`src/rtl/dram_ref_pkg.sv`:
```
// Package: shared state types and timing helpers for the refresh sequencer.
// Assumes all timing values are positive integers.
package dram_ref_pkg;

    typedef enum logic [1:0] {
        CBR_IDLE,
        CBR_LEAD,
        CBR_RASLO,
        CBR_PRE
    } cbr_state_e;

    // Whole cycles covering a duration in ns, never less than one.
    function automatic int cycles_for_ns(int dur_ns, int clk_ps);
        int c;
        c = (dur_ns * 1000 + clk_ps - 1) / clk_ps;
        return (c < 1) ? 1 : c;
    endfunction

    function automatic int max2(int a, int b);
        return (a > b) ? a : b;
    endfunction

endpackage

```
`src/rtl/ref_startup_timer.sv`:
```
// Module: counts COUNT cycles after reset and then holds done high.
// Assumes COUNT >= 2.
module ref_startup_timer #(
    parameter int COUNT = 20000
) (
    input  logic clk,
    input  logic rst_n,
    output logic done
);
    localparam int CW = $clog2(COUNT + 1);

    logic [CW-1:0] cnt_q;
    logic          done_q;

    // Count until the delay has elapsed, then freeze.
    always_ff @(posedge clk) begin
        if (!rst_n) begin
            cnt_q  <= '0;
            done_q <= 1'b0;
        end else if (!done_q) begin
            cnt_q <= cnt_q + 1'b1;
            if (cnt_q == CW'(COUNT - 1)) begin
                done_q <= 1'b1;
            end
        end
    end

    assign done = done_q;

endmodule

```
`src/rtl/ref_interval_timer.sv`:
```
// Module: while enabled, pulses tick for one cycle every PERIOD cycles.
// Assumes PERIOD >= 2; the count restarts from zero when disabled.
module ref_interval_timer #(
    parameter int PERIOD = 1562
) (
    input  logic clk,
    input  logic rst_n,
    input  logic en,
    output logic tick
);
    localparam int CW = $clog2(PERIOD);

    logic [CW-1:0] cnt_q;

    assign tick = en && (cnt_q == CW'(PERIOD - 1));

    // Free-running interval count, independent of whether refreshes run.
    always_ff @(posedge clk) begin
        if (!rst_n || !en) begin
            cnt_q <= '0;
        end else if (tick) begin
            cnt_q <= '0;
        end else begin
            cnt_q <= cnt_q + 1'b1;
        end
    end

endmodule

```
`src/rtl/ref_debt_counter.sv`:
```
// Module: saturating count of refreshes owed; inc adds one, dec removes one.
// Assumes dec is only raised while the count is non-zero.
module ref_debt_counter #(
    parameter int LIMIT = 8,
    localparam int DW   = $clog2(LIMIT + 1)
) (
    input  logic          clk,
    input  logic          rst_n,
    input  logic          inc,
    input  logic          dec,
    output logic [DW-1:0] debt,
    output logic          full
);
    logic [DW-1:0] debt_q;

    assign debt = debt_q;
    assign full = (debt_q == DW'(LIMIT));

    // Add and remove owed refreshes; a simultaneous pair cancels.
    always_ff @(posedge clk) begin
        if (!rst_n) begin
            debt_q <= '0;
        end else begin
            case ({inc, dec})
                2'b10: if (!full) debt_q <= debt_q + 1'b1;
                2'b01: if (debt_q != '0) debt_q <= debt_q - 1'b1;
                default: debt_q <= debt_q;
            endcase
        end
    end

endmodule

```
`src/rtl/ref_cbr_engine.sv`:
```
// Module: generates one column-before-row refresh waveform per start pulse.
// Phases: column lead, row low, precharge. Strobes are registered from the
// next state so they change only on clock edges. start is ignored while busy.
module ref_cbr_engine
    import dram_ref_pkg::*;
#(
    parameter int N_LEAD = 1,
    parameter int N_LOW  = 6,
    parameter int N_PRE  = 5
) (
    input  logic clk,
    input  logic rst_n,
    input  logic start,
    output logic busy,
    output logic done,
    output logic ras_n,
    output logic cas_n
);
    localparam int MAXN = max2(N_LEAD, max2(N_LOW, N_PRE));
    localparam int CW   = $clog2(MAXN + 1);

    cbr_state_e    state_q, state_d;
    logic [CW-1:0] cnt_q, cnt_d;
    logic          ras_q, cas_q;

    // Next-state and phase-length counter.
    always_comb begin
        state_d = state_q;
        cnt_d   = (cnt_q != '0) ? cnt_q - 1'b1 : cnt_q;
        case (state_q)
            CBR_IDLE: begin
                if (start) begin
                    state_d = CBR_LEAD;
                    cnt_d   = CW'(N_LEAD - 1);
                end
            end
            CBR_LEAD: begin
                if (cnt_q == '0) begin
                    state_d = CBR_RASLO;
                    cnt_d   = CW'(N_LOW - 1);
                end
            end
            CBR_RASLO: begin
                if (cnt_q == '0) begin
                    state_d = CBR_PRE;
                    cnt_d   = CW'(N_PRE - 1);
                end
            end
            default: begin
                if (cnt_q == '0) begin
                    state_d = CBR_IDLE;
                end
            end
        endcase
    end

    // State, counter and glitch-free strobe registers.
    always_ff @(posedge clk) begin
        if (!rst_n) begin
            state_q <= CBR_IDLE;
            cnt_q   <= '0;
            ras_q   <= 1'b1;
            cas_q   <= 1'b1;
        end else begin
            state_q <= state_d;
            cnt_q   <= cnt_d;
            ras_q   <= (state_d != CBR_RASLO);
            cas_q   <= !((state_d == CBR_LEAD) || (state_d == CBR_RASLO));
        end
    end

    assign busy  = (state_q != CBR_IDLE);
    assign done  = (state_q == CBR_PRE) && (cnt_q == '0);
    assign ras_n = ras_q;
    assign cas_n = cas_q;

endmodule

```
`src/rtl/dram_refresh_seq.sv`:
```
// Module: power-up and periodic refresh sequencer for an asynchronous DRAM.
// Waits the start-up delay, runs INIT_REFRESHES warm-up cycles, raises
// ready, then schedules one refresh per interval through a request/grant
// pair, forcing the cycle once DEBT_MAX refreshes are owed.
// Assumes the access controller leaves the strobes alone while
// refresh_busy is high and while ready is low.
module dram_refresh_seq
    import dram_ref_pkg::*;
#(
    parameter int CLK_PERIOD_PS  = 10000,
    parameter int STARTUP_NS     = 200000,
    parameter int REF_WINDOW_US  = 16000,
    parameter int ROWS           = 1024,
    parameter int INIT_REFRESHES = 8,
    parameter int DEBT_MAX       = 8,
    parameter int T_CSR_NS       = 5,
    parameter int T_CHR_NS       = 10,
    parameter int T_RAS_NS       = 60,
    parameter int T_RP_NS        = 40,
    parameter int T_RC_NS        = 104,
    parameter int T_RPC_NS       = 5
) (
    input  logic clk,
    input  logic rst_n,
    input  logic ref_gnt,
    output logic ready,
    output logic ref_req,
    output logic ref_urgent,
    output logic refresh_busy,
    output logic ras_n,
    output logic lcas_n,
    output logic ucas_n
);
    localparam int STARTUP_CYC = cycles_for_ns(STARTUP_NS, CLK_PERIOD_PS);
    localparam int INTERVAL_NS = (REF_WINDOW_US * 1000) / ROWS;
    localparam int INTERVAL_CYC = (INTERVAL_NS * 1000) / CLK_PERIOD_PS;
    localparam int N_LEAD = cycles_for_ns(T_CSR_NS, CLK_PERIOD_PS);
    localparam int N_LOW  = max2(cycles_for_ns(T_RAS_NS, CLK_PERIOD_PS),
                                 cycles_for_ns(T_CHR_NS, CLK_PERIOD_PS));
    localparam int N_PRE  = max2(cycles_for_ns(T_RP_NS, CLK_PERIOD_PS),
                            max2(cycles_for_ns(T_RC_NS, CLK_PERIOD_PS) - N_LOW,
                                 cycles_for_ns(T_RPC_NS, CLK_PERIOD_PS)));
    localparam int IW = $clog2(INIT_REFRESHES + 1);
    localparam int DW = $clog2(DEBT_MAX + 1);

    logic          boot_done;
    logic          tick;
    logic          eng_start, eng_busy, eng_done, cas_w;
    logic [DW-1:0] debt_w;
    logic          debt_full;
    logic          ready_q;
    logic [IW-1:0] init_cnt_q;

    ref_startup_timer #(.COUNT(STARTUP_CYC)) boot_i (
        .clk   (clk),
        .rst_n (rst_n),
        .done  (boot_done)
    );

    ref_interval_timer #(.PERIOD(INTERVAL_CYC)) ival_i (
        .clk   (clk),
        .rst_n (rst_n),
        .en    (ready_q),
        .tick  (tick)
    );

    ref_debt_counter #(.LIMIT(DEBT_MAX)) debt_i (
        .clk   (clk),
        .rst_n (rst_n),
        .inc   (tick),
        .dec   (eng_start && ready_q),
        .debt  (debt_w),
        .full  (debt_full)
    );

    ref_cbr_engine #(.N_LEAD(N_LEAD), .N_LOW(N_LOW), .N_PRE(N_PRE)) cbr_i (
        .clk   (clk),
        .rst_n (rst_n),
        .start (eng_start),
        .busy  (eng_busy),
        .done  (eng_done),
        .ras_n (ras_n),
        .cas_n (cas_w)
    );

    // Start policy: warm-up ignores the grant; normal refresh needs it or a full debt.
    always_comb begin
        if (!ready_q) begin
            eng_start = boot_done && !eng_busy && (init_cnt_q != IW'(INIT_REFRESHES));
        end else begin
            eng_start = !eng_busy && (debt_w != '0) && (ref_gnt || debt_full);
        end
    end

    // Warm-up cycle count and the sticky ready flag.
    always_ff @(posedge clk) begin
        if (!rst_n) begin
            init_cnt_q <= '0;
            ready_q    <= 1'b0;
        end else if (!ready_q && eng_done) begin
            init_cnt_q <= init_cnt_q + 1'b1;
            if (init_cnt_q == IW'(INIT_REFRESHES - 1)) begin
                ready_q <= 1'b1;
            end
        end
    end

    assign ready        = ready_q;
    assign ref_req      = ready_q && (debt_w != '0);
    assign ref_urgent   = ready_q && debt_full;
    assign refresh_busy = eng_busy;
    assign lcas_n       = cas_w;
    assign ucas_n       = cas_w;

endmodule

```
`config.mk`:
```
export PLATFORM = sky130hd
export DESIGN_NAME = dram_refresh_seq
export DESIGN_NICKNAME = d
export VERILOG_FILES = /design/src/rtl/dram_ref_pkg.sv /design/src/rtl/ref_startup_timer.sv /design/src/rtl/ref_interval_timer.sv /design/src/rtl/ref_debt_counter.sv /design/src/rtl/ref_cbr_engine.sv /design/src/rtl/dram_refresh_seq.sv
export SDC_FILE = /design/constraint.sdc
export NUM_CORES = 1
export LEC_CHECK = 0
export CORE_UTILIZATION = 60
export DETAILED_ROUTE_END_ITERATION = 8
export DONT_BUFFER_PORTS = 1
export PLACE_DENSITY = 0.76
export SYNTH_ARGS = -nofsm -noshare
export SYNTH_HDL_FRONTEND = slang
export SYNTH_SLANG_ARGS = --single-unit
```
`constraint.sdc`:
```
create_clock -name clk -period 2.67 [get_ports clk]
set_input_delay 0.534 -clock clk [delete_from_list [all_inputs] [get_ports clk]]
set_output_delay 0.534 -clock clk [all_outputs]
set_load 0.01 [all_outputs]
```
==> metrics.txt, run 1 <==
status finished, final reports clean; Setup CP Type reg2reg; syn nets 265; Yosys reg bits 43; CP arrival around 2500 ps; Setup Fix Bufs, Post-CTS 0; combinational share of power around 14%; min Tclk post-route approximately 2200 ps; number of flops mapped to enable cells by yosys 0; die height between 60 and 70 um; fmax approximately 0.45 GHz; Synth Area in Adders roughly 6.9%; Synth Area in Compound Gates a little under a tenth; area grow syn2layout 4.71%; multiplexer share of the synthesized area ~2.4%; Sw Pwr 308 uW; Min Hold Slack approximately 250 ps; clock buffer depth 2; vias in the first global route around 1500; slew of the pin with the lowest slew margin 357 ps; Yosys top cell area share roughly 39%; synthesized area per cell just under 9 um^2; combinational family with the most area after synthesis simple AND/OR/NAND/NOR gates; CP Launch Type register; First DRT Iteration DRCs 60; DIE AREA 3880 um^2; Worst Skew 10.9 ps; Syn Std Cell Area around 2200 um^2; Clock Pin Slew Worst Setup and Hold Paths 120 ps; antenna violations before repair 0; Fin Setup TNS 0 ps; Req. time, crit path between 2000 and 3000 ps; pre-CTS WS about 470 ps; Seq/Total Area, Yosys between 30% and 40%; pwr dens 526 nW/um^2; Worst-Skew Late Latency approximately 350 ps; vias post-DR 1600; CP max FO 7; row cnt 21; Clk pwr share 29.3%; relative slew slack between 70% and 80%; simple-gate share of the synthesized area between 20% and 30%; top-count cell post-synth dfxtp_1; Final Hold Viols 0; antenna-violating nets left 0; Routed WL roughly 3400 um; Avg WL per Cell roughly 11 um; CTS tree built; xor/xnor share of the synthesized area between 8 and 9%; NumNets Final between 200 and 300; min-delay worst type in2reg; Yosys cell types 50; leading cell types by count after synthesis 43 x dfxtp_1, 34 x nor2_1, 23 x nand2_1; RSZ-0062 raised after global routing false; DRC 0; post-layout util 66.8%; Root Driver clkbuf_4; ANT cells 0; setup ws final ~450 ps; Num CTS Buffers 5; PortBufs 0; switching share of power 25.7%; clk sink count 43; Die W around 62 um; Leak 0.790 nW; fraction of layout cells with a size suffix above 1 just under 9%; IO Pins 10; sequential share of power between 50% and 60%; area leader, netlist dfxtp_1; Crit. End Element register; routability cong. around 0.81; fillers 307; peak supply drop ~0.42 mV; global-route wire length before repair 6300 um; drt pass-1 iters 4; Post-synth ARST share 0%; CORE AREA between 3000 and 4000 um^2; Yosys warnings 0; aggregate global-route resource usage approximately a fifth; post-DP HPWL about 2500 um; Synth area leaders dfxtp_1 39%, ha_1 6.9%, nor2_1 5.9%; Finish-stage setup viols 0; cells after synthesis 250; Via density 5.37; grt total ovfl 0; largest net degree at the start of global routing 24; post_cts resized 0; Max-cap violations 0; initial core utilization ~64%; H-tree levels 2; Pint between 800 and 900 uW; CTS Hold Bufs 0; final worst-path cycle share 83.2%; total power ~1.2 mW; dominant synthesized flop cell dfxtp_1; fin. max-slew vios 0
==> sequential cells by signal, summed over array words and instances, names as in the netlist <==
| name | count |
|---|---|
| boot_i.cnt_q | 15 |
| ival_i.cnt_q | 11 |
| debt_i.debt | 4 |
| init_cnt_q | 4 |
| cbr_i.cnt_q | 3 |
| cbr_i.state_q | 2 |
| boot_i.done | 1 |
| cbr_i.cas_n | 1 |
| cbr_i.ras_n | 1 |
| ready | 1 |
==> stage by stage <==
step	cell area, um^2	cells
floorplan	2180	250
global placement	2210	290
detailed placement	2210	290
CTS	2280	298
global route	2280	298
finish	2280	298
==> metal layers <==
metal	global-route usage (%)	wire length [um]	vias to the layer above	share of wire (%)
met5	0	0	-	0
met4	7.85	50	0	1.5
met3	5.70	148	7	4.3
met2	32.8	1500	18	44
met1	25.7	1720	718	50
li1	-	-	857	-
==> power by group through the flow <==
stage	combinational [mW]	clock [mW]	sequential (mW)
6_report	0.173	0.351	0.676
5_1_grt	0.212	0.391	0.679
4_1_cts	0.177	0.366	0.676
3_5_place_dp	0.177	0	0.690
3_3_place_gp	0.171	0	0.690
2_1_floorplan	0.147	0	0.685
==> cells by family (layout without fill, tap and decap cells) <==
kind of cell	after synthesis	in the layout
AO/OA/AOI/OAI	31	31
multiplexers	5	5
XOR/XNOR	21	21
AND/OR/NAND/NOR	115	115
adder cells (fa/ha/maj)	12	12
buffers and inverters	23	25
flip-flops	43	43
==> worst paths after layout <==
check | start | depth (start not counted) | slack (ps) | to
hold / removal | rst_n | 1 | 250 | cbr_i.ras_n$_SDFF_PN1_
setup / recovery | debt_i.debt[1]$_SDFFE_PN0P_ | 7 | 450 | debt_i.debt[2]$_SDFFE_PN0P_
setup reg to reg | debt_i.debt[1]$_SDFFE_PN0P_ | 7 | 450 | debt_i.debt[2]$_SDFFE_PN0P_
hold reg to reg | boot_i.cnt_q[13]$_SDFFE_PN0N_ | 2 | 490 | boot_i.cnt_q[13]$_SDFFE_PN0N_
==> cell usage in the layout, fill, tap and decap left out, types with 2 or more instances in the layout <==
| cell | n |
|---|---|
| dfxtp_1 | 43 |
| nor2_1 | 34 |
| nand2_1 | 23 |
| inv_1 | 13 |
| ha_1 | 12 |
| xnor2_1 | 11 |
| a21oi_1 | 11 |
| xor2_1 | 10 |
| or3_1 | 9 |
| o21ai_0 | 9 |
| nand3_1 | 8 |
| nor3_1 | 5 |
| nand4_1 | 5 |
| clkbuf_4 | 5 |
| nand4b_1 | 4 |
| nand2b_1 | 4 |
| mux2i_1 | 4 |
| nor3b_1 | 3 |
| buf_4 | 3 |
| and2_1 | 2 |
| nand3b_1 | 2 |
| and4_1 | 2 |
| nor2b_1 | 2 |
| clkbuf_8 | 2 |
==> layout make-up <==
class                      instances  area (um^2)  share of cell area, %
sequential                        43          861                   37.7
inverter                          14         52.6                   2.30
clock buffer                       8         68.8                   3.02
timing repair buffer               3         22.5                  0.987
multi-input combinational        184         1220                   53.5
tap                               46         57.6                   2.52
==> critical path, cell delays in order (launching register included) <==
cell     delay (ps)
dfxtp_1         420
nor4b_4         350
a21oi_2          80
or4_4           520
xnor2_1         150
ha_1            210
o31ai_2         240
mux2i_1         190
No activity file was read; power rests on OpenSTA's default activity.
==> run 2, diff against run 1 <==
--- a/config.mk
+++ b/config.mk
@@ -5,10 +5,11 @@
 export SDC_FILE = /design/constraint.sdc
 export NUM_CORES = 1
 export LEC_CHECK = 0
-export CORE_UTILIZATION = 60
+export ABC_AREA = 1
+export CORE_UTILIZATION = 56
 export DETAILED_ROUTE_END_ITERATION = 8
 export DONT_BUFFER_PORTS = 1
-export PLACE_DENSITY = 0.76
+export PLACE_DENSITY = 0.74
 export SYNTH_ARGS = -nofsm -noshare
 export SYNTH_HDL_FRONTEND = slang
 export SYNTH_SLANG_ARGS = --single-unit
==> constraint.sdc (replaced) <==
create_clock -name clk -period 1.98 [get_ports clk]
set_input_delay 0.396 -clock clk [delete_from_list [all_inputs] [get_ports clk]]
set_output_delay 0.396 -clock clk [all_outputs]
set_load 0.01 [all_outputs]
==> run 2 against run 1 <==
  * Clock skew fell by 4.4 ps
  * Area after synthesis rose by 4.6%
  * Via count rose by 16%
  * Cell count rose by 25%
==> metrics.txt, run 2 <==
status finished, final reports clean; max reg flops 15; DRC 0; Seq/Total Area, Yosys between 30% and 40%; antenna violations before repair 0; antenna-violating nets left 0; Non-Filler Instances 372; fin. max-slew vios 0; top-count cell post-synth inv_1; clock buffer depth 2; clk sink count 43; Root Driver clkbuf_8; Worst-Skew Late Latency about 300 ps; peak supply drop 0.557 mV; Clock Pin Slew Worst Setup and Hold Paths roughly 70 ps; Biggest register boot_i.cnt_q; First DRT Iteration DRCs 94; Routed WL 3830 um; most frequent cells in the layout 55 x inv_1, 48 x nand2_1, 41 x dfxtp_1, 36 x nor2_1, 21 x a21oi_1; Finish-stage setup viols 0; fillers 330; initial core utilization about 60%; Yosys reg bits 43; Die W 65.8 um; pwr dens 687 nW/um^2; commonest non-fill, non-tap cell in the layout inv_1; Yosys warnings 0; CTS Hold Bufs 0; final worst-path cycle share roughly 94%; IO Pins 10; CORE AREA around 3800 um^2; fraction of layout cells with a size suffix above 1 ~15%; vias post-DR 1861; Max-cap violations 0; CP Launch Type register; Final Hold Viols 0; global-route wire length before repair 6870 um; routability cong. 0.777; Avg WL per Cell 10.3 um; Post-synth ARST share 0%; Largest delay share family, worst path adder cells; Leak 1.05 nW; CTS tree built; worst reg2reg startpoint cbr_i.cnt_q[0]$_SDFF_PN0_; row cnt 22; leading cell types by count after synthesis 55 x inv_1, 48 x nand2_1, 43 x dfxtp_1; area grow syn2layout 8.50%; Largest regs boot_i.cnt_q (15), ival_i.cnt_q (11); Yosys top cell area share roughly 38%; grt total ovfl 0; crit-path cells inv_1 -> ha_1 -> ha_2 -> inv_1 -> nor2_1 -> o21bai_1 -> ha_1 -> or2_2; PortBufs 0; worst-path cell with the longest stage delay dfxtp_1; CP max FO 6; number of flops mapped to enable cells by yosys 0; min Tclk post-route 1850 ps; Req. time, crit path around 2200 ps; min-delay worst type in2reg; total power about 1.7 mW; Setup CP Type reg2reg; Syn Std Cell Area 2280 um^2; syn nets 331; vias in the first global route around 1700; Synth area leaders dfxtp_1 38%, inv_1 9.1%, nand2_1 7.9%; CP arrival roughly 2000 ps; aggregate global-route resource usage 20.6%; relative slew slack a little under three quarters; max incr delay on CP around 330 ps; NumNets Final about 340; Num CTS Buffers 5; Final Cell Area roughly 2500 um^2; Placed Instance Area around 2300 um^2; Via density between 5 and 6; dominant synthesized flop cell dfxtp_1; synthesized area per cell approximately 7.2 um^2; Worst Skew 6.50 ps; largest net degree at the start of global routing 25; cells after synthesis between 300 and 400; Crit. End Element register; post-DP HPWL about 2800 um; buffers and inverters on the worst path 2; # placed instances approximately 360; slew of the pin with the lowest slew margin approximately 430 ps; ANT cells 0; area leader, netlist dfxtp_1; DIE AREA 4330 um^2; Yosys cell types 35; drt pass-1 iters 4; die height 65.8 um; fmax about 0.54 GHz; Worst Min Path Start rst_n; Worst Setup SP cbr_i.cnt_q[0]$_SDFF_PN0_; H-tree levels 2
==> run 2: power by group <==
group          leakage (nW)  switching (mW)  internal [mW]
Combinational         0.653           0.141         0.0971
Sequential            0.348          0.0144          0.891
Clock                0.0470           0.283          0.274
==> run 2: worst register-to-register path: stages (launching register included) <==
cell	delay, ps
dfxtp_1	330
inv_1	70
ha_1	210
ha_2	210
inv_1	140
nor2_1	60
o21bai_1	180
ha_1	270
or2_2	280
==> run 2: timing repair <==
action                                  in CTS  in global routing
buffers inserted                             0                  2
endpoints found under the hold margin        0                  0
gates resized for setup                      0                  9
endpoints found under the setup margin       0                  5
==> run 2: final cells by class <==
class                      instances  area, um^2  area share, %
multi-input combinational        209        1200           48.5
sequential                        43         863           34.9
timing repair buffer               5        37.5           1.52
tap                               48        60.1           2.43
inverter                          60         225           9.10
clock inverter                     1        5.00          0.202
clock buffer                       6        82.6           3.34
==> run 2: worst paths after layout <==
kind	endpoint	slack (ps)	cells after the start
min reg2reg	ival_i.cnt_q[0]$_SDFF_PP0_	470	1
max reg2reg	cbr_i.cas_n$_SDFF_PN1_	130	8
max	cbr_i.cas_n$_SDFF_PN1_	130	8
min	cbr_i.ras_n$_SDFF_PN1_	180	1
==> run 2: logic make-up (layout without fill, tap and decap cells) <==
logic type | count (synthesis) | count (layout) | share of synthesized area (%)
and+or+nand+nor | 144 | 144 | 31.7
DFF | 43 | 43 | 37.7
AOI/OAI and AO/OA | 50 | 50 | 12.2
xor gates and xnor gates | 3 | 3 | 1.15
adders and majority gates | 12 | 12 | 6.58
buffers and inverters | 64 | 72 | 10.7
==> run 2: routing by layer <==
metal  part of all wire (%)  up-vias  GRT usage, %
li1                       -     1016             -
met5                      0        -             0
met3                    4.5        5          6.38
met1                     52      809          26.6
met4                    1.3        0          5.71
met2                     42       31          32.9
==> run 2: through the flow <==
step | utilization (%) | setup TNS, ps | hold WS [ps] | setup slack [ps]
after floorplan | - | 0 | 433 | 150
after global placement | 62.2 | 0 | 449 | 140
after detailed placement | 62.2 | 0 | 464 | 115
after CTS | 64.5 | 0 | 168 | 40.1
after global routing | 65.6 | -4.70 | 170 | -4.70
final | 65.6 | 0 | 178 | 128
==> run 3, diff against run 2 <==
==> constraint.sdc (replaced) <==
create_clock -name clk -period 1.5 [get_ports clk]
set_input_delay 0.3 -clock clk [delete_from_list [all_inputs] [get_ports clk]]
set_output_delay 0.3 -clock clk [all_outputs]
set_load 0.01 [all_outputs]
==> run 3 against run 2 <==
  * The run now fails in global routing (5_1_grt)
  * Synthesized cell count stayed put
  * Area after synthesis did not move
==> metrics.txt, run 3 <==
H-tree levels 2; PortBufs 0; clock buffer depth 2; top-count cell post-synth inv_1; Num CTS Buffers 5; IO Pins 10; Yosys reg bits 43; leading cell types by count after synthesis 55 x inv_1, 48 x nand2_1, 43 x dfxtp_1; Die W 65.8 um; syn nets 331; post-DP HPWL 3560 um; Syn Std Cell Area between 2000 and 2500 um^2; Seq/Total Area, Yosys between 30% and 40%; Placed Instance Area around 2800 um^2; Yosys cell types 35; die height roughly 66 um; Worst-path end type sequential cell input; Yosys warnings 0; cells after synthesis 316; dominant synthesized flop cell dfxtp_1; status aborted with a tool error; Failed at global routing (5_1_grt); number of flops mapped to enable cells by yosys 0; area leader, netlist dfxtp_1; Root Driver clkbuf_8; initial core utilization between 60% and 70%; error message [ERROR DPL-0033] detailed placement checks failed during check placement.; Post-synth ARST share 0%; Yosys top cell area share 37.7%; routability cong. ~0.83; synthesized area per cell just over 7 um^2; clk sink count 43; antenna violations before repair 0; Synth area leaders dfxtp_1 38%, inv_1 9.1%, nand2_1 7.9%; row cnt 22; largest net degree at the start of global routing 25; post-GRT worst EP debt_i.debt[2]$_SDFFE_PN0P_/D
==> run 3: cell counts after synthesis <==
Identical to the previous run, type by type.
==> run 3: timing repair <==
action                     in CTS
pin swaps                      32
setup buffers                  25
resized for setup              59
setup endpoints to repair      21
hold buffers                    0
==> run 3: stage by stage <==
step	hold slack (ps)	worst slack (ps)	std cells	TNS (ps)	utilization [%]
2_1_floorplan	436	-195	316	-697	-
3_3_place_gp	378	-201	420	-1480	74.8
3_5_place_dp	380	-308	420	-2570	74.8
4_1_cts	68.3	-186	451	-1200	86.7
==> run 3: logic make-up after synthesis <==
family | count (synthesis) | synth area share, %
flops | 43 | 37.7
fa+ha+maj | 12 | 6.58
simple gates | 144 | 31.7
compound gates | 50 | 12.2
xor+xnor | 3 | 1.15
buf+inv | 64 | 10.7
==> run 4, diff against run 3 <==
--- a/config.mk
+++ b/config.mk
@@ -6,10 +6,10 @@
 export NUM_CORES = 1
 export LEC_CHECK = 0
 export ABC_AREA = 1
-export CORE_UTILIZATION = 56
+export CORE_UTILIZATION = 40
 export DETAILED_ROUTE_END_ITERATION = 8
 export DONT_BUFFER_PORTS = 1
-export PLACE_DENSITY = 0.74
+export PLACE_DENSITY_LB_ADDON = 0.15
 export SYNTH_ARGS = -nofsm -noshare
 export SYNTH_HDL_FRONTEND = slang
 export SYNTH_SLANG_ARGS = --single-unit
==> constraint.sdc (replaced) <==
create_clock -name clk -period 2 [get_ports clk]
set_input_delay 0.4 -clock clk [delete_from_list [all_inputs] [get_ports clk]]
set_output_delay 0.4 -clock clk [all_outputs]
set_load 0.01 [all_outputs]
==> run 4 against run 3 <==
  * The flow now finishes without violations
==> metrics.txt, run 4 (synthesis gave the netlist of run 2 again) <==
aggregate global-route resource usage 15.4%; Num CTS Buffers 5; fmax between 0.5 and 0.6 GHz; most frequent cells in the layout 55 x inv_1, 48 x nand2_1, 43 x dfxtp_1, 36 x nor2_1, 21 x a21oi_1; Crit. End Element register; vias post-DR 1884; pwr dens about 750 nW/um^2; Root Driver clkbuf_8; First DRT Iteration DRCs ~110; Final Cell Area ~2600 um^2; routability cong. 0.795; Worst-Skew Late Latency approximately 300 ps; fraction of layout cells with a size suffix above 1 between 10% and 20%; Die W 77.5 um; initial core utilization 41.4%; CTS Hold Bufs 0; clock buffer depth 2; CP Launch Type register; PortBufs 0; Non-Filler Instances roughly 400; final worst-path cycle share a little over 90%; Req. time, crit path 2190 ps; Max-cap violations 0; grt total ovfl 0; Final Hold Viols 0; Via density around 4.7; DIE AREA between 6000 and 7000 um^2; status finished, final reports clean; Fin Setup TNS 0 ps; Avg WL per Cell 10.4 um; Biggest register boot_i.cnt_q; min-delay worst type in2reg; row cnt 27; antenna violations before repair 0; die height approximately 78 um; fin. max-slew vios 0; Routed WL slightly above 4000 um; largest net degree at the start of global routing 25; # placed instances 390; CP max FO 3; post-DP HPWL between 3000 and 4000 um; Largest regs boot_i.cnt_q (15), ival_i.cnt_q (11); peak supply drop between 0.3 and 0.4 mV; Placed Instance Area between 2000 and 2500 um^2; Multi-input gate area between 1000 and 1500 um^2; vias in the first global route around 1800; CTS tree built; Leak approximately 1.1 nW; max incr delay on CP 360 ps; fillers roughly 560; ANT cells 0; DRC 0; relative slew slack a little over two thirds; min Tclk post-route 1840 ps; CORE AREA ~5500 um^2; area grow syn2layout 12.0%; Clock Pin Slew Worst Setup and Hold Paths roughly 80 ps; Sequential Area 861 um^2; NumNets Final 341; global-route wire length before repair 7360 um; worst-path cell with the longest stage delay dfxtp_1; crit-path cells ha_1 -> nand3_2 -> nor2_1 -> nand2_1 -> nor2_1 -> nand3_2 -> nor2_2 -> nand2_2 -> nor2_2 -> nand2_1 -> o21ai_1 -> a21oi_1; Setup CP Type reg2reg; commonest non-fill, non-tap cell in the layout inv_1; Finish-stage setup viols 0; Worst Skew between 10 and 15 ps; CP arrival 2030 ps; slew of the pin with the lowest slew margin 454 ps; drt pass-1 iters 4; antenna-violating nets left 0; IO Pins 10; max reg flops 15; H-tree levels 2; clk sink count 43
==> run 4: cell type report <==
type | instances | area share [%]
Multi-Input combinational cell | 209 | 46.7
Clock inverter | 2 | 2.35
Sequential cell | 43 | 33.7
Clock buffer | 6 | 2.84
Inverter | 60 | 8.81
Tap cell | 72 | 3.53
Timing Repair Buffer | 7 | 2.06
==> run 4: report_power, final <==
part / switching, mW / leakage [nW] / internal (mW)
combinational: 0.126 / 0.669 / 0.0884
sequential: 0.0162 / 0.347 / 0.883
clock: 0.295 / 0.0654 / 0.499
total: 0.437 / 1.08 / 1.47
==> run 4: path summary, 6_finish.rpt <==
| check | startpoint | endpoint | slack, ps | cells past startpoint |
|---|---|---|---|---|
| max | boot_i.cnt_q[1]$_SDFFE_PN0N_ | boot_i.cnt_q[14]$_SDFFE_PN0N_ | 160 | 12 |
| min reg2reg | ival_i.cnt_q[0]$_SDFF_PP0_ | ival_i.cnt_q[0]$_SDFF_PP0_ | 470 | 1 |
| min | rst_n | cbr_i.ras_n$_SDFF_PN1_ | 180 | 1 |
| max reg2reg | boot_i.cnt_q[1]$_SDFFE_PN0N_ | boot_i.cnt_q[14]$_SDFFE_PN0N_ | 160 | 12 |
==> run 4: what timing repair did <==
item | CTS | global route
resized for setup | 0 | 5
endpoints found under the setup margin | 0 | 6
buffers inserted | 0 | 1
==> run 4: critical path: cells and delay by family, from the launching register on <==
kind,cells,cell delay (ps)
DFF,1,360
and+or+nand+nor,9,980
adders and majority gates,1,220
AOI/OAI and AO/OA,2,180
==> run 4: metrics by stage <==
step / setup WS (ps) / power, mW / utilization [%] / hold slack [ps]
final: 156 / 1.91 / 46.4 / 178
after global routing: -19.2 / 2.02 / 46.4 / 172
after floorplan: 170 / 1.09 / - / 433
after global placement: 96.7 / 1.12 / 43.5 / 454
after detailed placement: 122 / 1.13 / 43.5 / 457
after CTS: 106 / 1.93 / 45.9 / 169
==> run 4: per-layer routing <==
layer	up-vias	wire length [um]	global-route usage (%)
met3	7	117	3.65
li1	1021	-	-
met5	-	0	0
met1	835	1990	18.1
met4	0	61	5.66
met2	21	1980	27.1
